`config.mk`:
```
export PLATFORM = sky130hd
export DESIGN_NAME = cfg_stream_reader
export DESIGN_NICKNAME = d
export VERILOG_FILES = /design/src/rtl/cfg_stream_pkg.sv /design/src/rtl/cfg_stream_mem.sv /design/src/rtl/cfg_stream_seq.sv /design/src/rtl/cfg_stream_outmux.sv /design/src/rtl/cfg_stream_reader.sv
export SDC_FILE = /design/constraint.sdc
export NUM_CORES = 1
export LEC_CHECK = 0
export BUFFER_PORTS_ARGS = -buffer_cell sky130_fd_sc_hd__buf_2
export CELL_PAD_IN_SITES_DETAIL_PLACEMENT = 1
export CELL_PAD_IN_SITES_GLOBAL_PLACEMENT = 2
export CORE_UTILIZATION = 47
export DETAILED_ROUTE_END_ITERATION = 10
export PLACE_DENSITY_LB_ADDON = 0.08
export SLEW_MARGIN = 20
export SYNTH_ARGS = -nofsm -noshare
export SYNTH_HDL_FRONTEND = slang
export SYNTH_SLANG_ARGS = --single-unit
```
`constraint.sdc`:
```
create_clock -name clk -period 2.7 [get_ports clk]
set_clock_uncertainty 0.2 [all_clocks]
set_input_delay 0.135 -clock clk [delete_from_list [all_inputs] [get_ports clk]]
set_output_delay 0.135 -clock clk [all_outputs]
set_load 0.02 [all_outputs]
```
`src/rtl/cfg_stream_pkg.sv`:
```
package cfg_stream_pkg;

    localparam int BYTE_W = 8;
    localparam int BIT_IDX_W = 3;

    typedef enum logic [0:0] {
        ST_SEND   = 1'b0,
        ST_PASSED = 1'b1
    } seq_state_t;

endpackage

```
`src/rtl/cfg_stream_mem.sv`:
```
module cfg_stream_mem #(
    parameter int DEPTH  = 16,
    parameter int ADDR_W = $clog2(DEPTH)
) (
    input  logic                              clk,
    input  logic                              wr_en,
    input  logic [ADDR_W-1:0]                 wr_addr,
    input  logic [cfg_stream_pkg::BYTE_W-1:0] wr_byte,
    input  logic [ADDR_W-1:0]                 rd_addr,
    output logic [cfg_stream_pkg::BYTE_W-1:0] rd_byte
);

    logic [cfg_stream_pkg::BYTE_W-1:0] store [DEPTH];

    always_ff @(posedge clk) begin
        if (wr_en) begin
            store[wr_addr] <= wr_byte;
        end
    end

    // Combinational read: the byte for the current position shows
    // right after the edge that moved the position.
    assign rd_byte = store[rd_addr];

endmodule

```
`src/rtl/cfg_stream_seq.sv`:
```
module cfg_stream_seq
    import cfg_stream_pkg::*;
#(
    parameter int DEPTH  = 16,
    parameter int ADDR_W = $clog2(DEPTH)
) (
    input  logic                 clk,
    input  logic                 hold,
    input  logic                 par_mode,
    output seq_state_t           state,
    output logic [ADDR_W-1:0]    byte_addr,
    output logic [BIT_IDX_W-1:0] bit_idx
);

    localparam logic [ADDR_W-1:0]    LAST_BYTE = ADDR_W'(DEPTH - 1);
    localparam logic [BIT_IDX_W-1:0] LAST_BIT  = '1;

    seq_state_t state_nx;
    logic       at_last;
    logic       byte_step;

    assign at_last   = (byte_addr == LAST_BYTE) && (par_mode || (bit_idx == LAST_BIT));
    assign byte_step = par_mode || (bit_idx == LAST_BIT);

    // State register: hold is an asynchronous level reset.
    always_ff @(posedge clk or posedge hold) begin
        if (hold) begin
            state <= ST_SEND;
        end else begin
            state <= state_nx;
        end
    end

    always_comb begin
        state_nx = state;
        unique case (state)
            ST_SEND:   state_nx = at_last ? ST_PASSED : ST_SEND;
            ST_PASSED: state_nx = ST_PASSED;
            default:   state_nx = ST_SEND;
        endcase
    end

    // Position counters: advance only while sending and short of the end.
    always_ff @(posedge clk or posedge hold) begin
        if (hold) begin
            byte_addr <= '0;
            bit_idx   <= '0;
        end else if (state == ST_SEND && !at_last) begin
            if (byte_step) begin
                byte_addr <= byte_addr + ADDR_W'(1);
                bit_idx   <= '0;
            end else begin
                bit_idx   <= bit_idx + BIT_IDX_W'(1);
            end
        end
    end

endmodule

```
`src/rtl/cfg_stream_outmux.sv`:
```
module cfg_stream_outmux
    import cfg_stream_pkg::*;
(
    input  logic                 active,
    input  seq_state_t           state,
    input  logic                 par_mode,
    input  logic [BYTE_W-1:0]    rd_byte,
    input  logic [BIT_IDX_W-1:0] bit_idx,
    output logic [BYTE_W-1:0]    data_o,
    output logic [BYTE_W-1:0]    data_oe,
    output logic                 ce_out_n
);

    logic drive;
    logic ser_bit;

    always_comb begin
        drive    = 1'b0;
        ce_out_n = 1'b1;
        unique case (state)
            ST_SEND:   drive    = active;
            ST_PASSED: ce_out_n = ~active;
            default:   drive    = 1'b0;
        endcase
    end

    // Most significant bit first within each byte.
    assign ser_bit = rd_byte[BIT_IDX_W'(BYTE_W - 1) - bit_idx];

    for (genvar g = 0; g < BYTE_W; g++) begin : g_lane
        if (g == 0) begin : g_lane0
            assign data_oe[g] = drive;
            assign data_o[g]  = drive & (par_mode ? rd_byte[g] : ser_bit);
        end else begin : g_laneN
            assign data_oe[g] = drive & par_mode;
            assign data_o[g]  = drive & par_mode & rd_byte[g];
        end
    end

endmodule

```
`src/rtl/cfg_stream_reader.sv`:
```
module cfg_stream_reader
    import cfg_stream_pkg::*;
#(
    parameter int DEPTH  = 16,
    parameter int ADDR_W = $clog2(DEPTH)
) (
    input  logic              clk,
    input  logic              ce_n,
    input  logic              oe_rst,
    input  logic              par_mode,
    input  logic              fill_en,
    input  logic [ADDR_W-1:0] fill_addr,
    input  logic [BYTE_W-1:0] fill_data,
    output logic [BYTE_W-1:0] data_o,
    output logic [BYTE_W-1:0] data_oe,
    output logic              ce_out_n
);

    logic                 hold;
    seq_state_t           state;
    logic [ADDR_W-1:0]    byte_addr;
    logic [BIT_IDX_W-1:0] bit_idx;
    logic [BYTE_W-1:0]    rd_byte;

    assign hold = ce_n | ~oe_rst;

    cfg_stream_mem #(.DEPTH(DEPTH), .ADDR_W(ADDR_W)) u_mem (
        .clk     (clk),
        .wr_en   (fill_en),
        .wr_addr (fill_addr),
        .wr_byte (fill_data),
        .rd_addr (byte_addr),
        .rd_byte (rd_byte)
    );

    cfg_stream_seq #(.DEPTH(DEPTH), .ADDR_W(ADDR_W)) u_seq (
        .clk       (clk),
        .hold      (hold),
        .par_mode  (par_mode),
        .state     (state),
        .byte_addr (byte_addr),
        .bit_idx   (bit_idx)
    );

    cfg_stream_outmux u_out (
        .active   (~hold),
        .state    (state),
        .par_mode (par_mode),
        .rd_byte  (rd_byte),
        .bit_idx  (bit_idx),
        .data_o   (data_o),
        .data_oe  (data_oe),
        .ce_out_n (ce_out_n)
    );

endmodule

```
==> impl_metrics.csv <==
group,metric,value,unit
synthesis,netlist_area,5520,um^2
timing,relSlewSlack,61.4,%
synthesis,async_reset_ff_share,5.88,%
worst_setup_path,worstPathCellList,"buf_8 -> buf_6 -> mux4_2 -> mux4_2 -> a221oi_2 -> a31oi_1 -> buf_2",
detailed_routing,ant_nets,0,
power_and_ir_drop,combPwrFrac,29.7,%
timing,max_freq,327,MHz
worst_setup_path,crit_family,"multiplexers",
floorplan,start_util,48.3,%
worst_setup_path,cp.arrival,2.73,ns
clock_tree,root_buffer,"clkbuf_16",
power_and_ir_drop,switchingPower,2.02,mW
grt,grt_pass1_wl,18400,um
run,drv_cap,0,
final_layout,num_antenna_cells,0,
timing,drv_slew,0,
timing,min_period,3.06,ns
worst_setup_path,cp-endpoint,"data_o[0]",
worst_setup_path,slowest_delay,0.52,ns
worst_setup_path,worstPathRequired,2.37,ns
synthesis,synth_ff_type,"edfxtp_1",
min_path,hp-class,"primary input to flop",
worst_setup_path,critPathMaxFanout,7,
final_layout,instances_no_fill,524,
clock_tree,cts_tree,"built",
synthesis,ys_warn_count,0,
placed_design,place_hpwl,7810,um
clock_tree,cts-htree-levels,4,
clock_tree,cts.sinks,136,
timing,rsz0062_at_grt,"true",
placed_design,placedCellCount,472,
worst_setup_path,r2r_start,"u_seq.byte_addr[1]",
clock_tree,insertion_delay,0.42,ns
timing,tightest_slew,0.577,ns
floorplan,die_h,110,um
worst_setup_path,r2r_cells,6,
worst_setup_path,cp_slowest_cell,"mux4_2",
timing,finalSetupViolations,7,
power_and_ir_drop,switching_share,29.0,%
detailed_routing,via_per_inst,5.67,
synthesis,avgSynthCellArea,20.0,um^2
grt,grtUsageTotal,22.6,%
power_and_ir_drop,power_density,1010,nW/um^2
floorplan,die_w,110,um
detailed_routing,drt_wl_total,12200,um
placed_design,dpl_worst_slack,-0.130,ns
worst_setup_path,crit_start,"u_seq.byte_addr[1]",
grt,grt_max_degree,35,
synthesis,synthCells,276,
clock_tree,cts-buffers-inserted,17,
floorplan,core,11400,um^2
min_path,min-delay-start,"fill_addr[2]",
clock_tree,clkSlewWorstSetupHoldPaths,0.06,ns
floorplan,ios,34,
synthesis,synthDistinctLibCells,35,
synthesis,ys_ff_latch,136,
synthesis,yosysSeqAreaShare,73.3,%
floorplan,die_area,12200,um^2
final_layout,finalNetCount,388,
worst_setup_path,cp_common_cell,"mux4_2",
worst_setup_path,crit_type,"flop to output port",
timing,timing.final.ws_setup,-0.361,ns
worst_setup_path,end_kind,"output port",
placed_design,place_congestion,0.703,
worst_setup_path,crit_cells,7,
run_status,violations,"setup timing",
detailed_routing,route.detailed.wl_per_inst,23.4,um
worst_setup_path,worst_r2r_endpoint,"u_seq.byte_addr[1]",
grt,overflow,0,
worst_setup_path,rrSetupSlack,0.37,ns
detailed_routing,detail_route.iter0.violations,261,
worst_setup_path,critPathLaunchType,"flop",
final_layout,fill_cells,1008,
detailed_routing,dr.pass1.iters,4,
power_and_ir_drop,leakage,2.44,nW
detailed_routing,dr_total_vias,2971,
grt,grt_pass1_vias,3103,
run_status,status,"finished with violations",
worst_setup_path,cp_num_buf_inv,3,
timing,fin_crit_sh,113,%
detailed_routing,remaining_drc_errors,0,
timing,hold_viol_final,0,
final_layout,areaGrowthSynthToFinish,24.8,%
synthesis,synth_edf_count,128,
synthesis,synth_nets,296,
placed_design,port_buffers,33,
floorplan,rows,39,
power_and_ir_drop,clock_power_share,33.9,%
power_and_ir_drop,ir_drop,0.767,mV
power_and_ir_drop,seqPwrFrac,36.4,%
final_layout,drive_gt1_share,39.9,%
grt,antenna_found_initial,0,
clock_tree,max-clock-path-buffers,2,
power_and_ir_drop,internal-power,4.94,mW
==> cell usage after synthesis (all sizes together) (2+ instances only) <==
master | count | area (um^2)
mux2 | 2 | 22.5
edfxtp | 128 | 3840
nand3 | 3 | 15.0
a21oi | 3 | 15.0
nand2 | 7 | 26.3
nor2b | 4 | 25.0
mux4 | 33 | 773
dfrtp | 8 | 200
ha | 3 | 37.5
inv | 2 | 7.51
nand2b | 4 | 25.0
nand3b | 2 | 15.0
nor2 | 24 | 90.1
a221oi | 3 | 45.0
nor3 | 6 | 30.0
xnor2 | 2 | 17.5
a22o | 10 | 87.6
buf | 12 | 106
clkbuf | 5 | 18.8
a22oi | 4 | 30.0
==> sequential cells by signal (all words and copies together), names as in the netlist <==
register and flops:
u_mem.store 128, u_seq.byte_addr 4, u_seq.bit_idx 3, u_seq.state 1
==> timing repair <==
item,in CTS,in global routing
hold buffers,13,0
pin swaps,5,2
gates resized for setup,19,6
buffers inserted,7,2
endpoints found under the setup margin,8,8
endpoints found under the hold margin,141,0
==> worst min-delay path by stage <==
stage | end | cells past startpoint
floorplan | u_seq.bit_idx[0] | 1
global placement | u_seq.byte_addr[3] | 3
detailed placement | u_seq.byte_addr[3] | 3
CTS | u_mem.store[2][4] | 3
global route | u_mem.store[2][2] | 3
finish | u_mem.store[2][4] | 3
==> final cells by class <==
type                    instances  area (um^2)  share of cell area, %
clock inverters                15          181                   2.63
well taps                     143          179                   2.60
clock buffers                  17          425                   6.18
repair buffers                 90          677                   9.83
flip-flops and latches        136         4050                   58.8
inverters                       2         7.51                  0.109
multi-input cells             121         1370                   19.9
==> metrics by stage <==
stage               total power [mW]  TNS, ns  area [um^2]  hold WS [ns]  util [%]
global route                    7.26    -1.71         6890        0.0827      60.3
CTS                             6.97    -1.00         6870        0.0575      60.1
detailed placement              4.41   -0.130         6040      -0.00393      52.9
finish                          6.95   -0.799         6890        0.0695      60.3
global placement                4.38   -0.122         6040       -0.0221      52.9
floorplan                       3.73        0         5520       -0.0589         -
==> worst register-to-register path, cell delays in order, from the launching register on <==
cell and delay [ns]:
dfrtp_4 0.55, buf_8 0.16, buf_4 0.13, ha_1 0.19
nand3_1 0.09, nor3b_1 0.50, mux2_2 0.40
==> logic make-up after synthesis <==
family	count (synthesis)	synth area share (%)
XOR/XNOR	3	0.476
AND/OR/NAND/NOR	54	4.63
buffers and inverters	19	2.40
AO/OA/AOI/OAI	26	4.06
adder cells (fa/ha/maj)	3	0.681
flip-flops	136	73.3
multiplexers	35	14.4
==> power groups by stage <==
stage	Clock, mW	Combinational, mW	Sequential (mW)
6_report	2.36	2.07	2.53
3_5_place_dp	0	1.82	2.59
4_1_cts	2.39	2.05	2.52
3_3_place_gp	0	1.79	2.59
2_1_floorplan	0	1.22	2.51
5_1_grt	2.48	2.23	2.55
==> layout by cell type, fill, tap and decap left out, types with 6 or more instances in the layout <==
master         instances
nand2_1                7
buf_4                 41
a22o_1                10
nor3_1                 6
dfrtp_1                7
clkbuf_16             17
nor2_1                21
edfxtp_1             128
buf_2                 30
mux4_2                29
dlygate4sd3_1         13
==> metal layers <==
| metal | wire (um) | vias to the layer above | GRT usage, % | share of wire, % |
|---|---|---|---|---|
| met3 | 552 | 17 | 6.17 | 4.5 |
| met1 | 5360 | 1536 | 29.9 | 44 |
| li1 | - | 1317 | - | - |
| met2 | 6140 | 101 | 36.6 | 50 |
| met5 | 0 | - | 0 | 0 |
| met4 | 195 | 0 | 7.14 | 1.6 |
(Power assumes the default switching activity.)
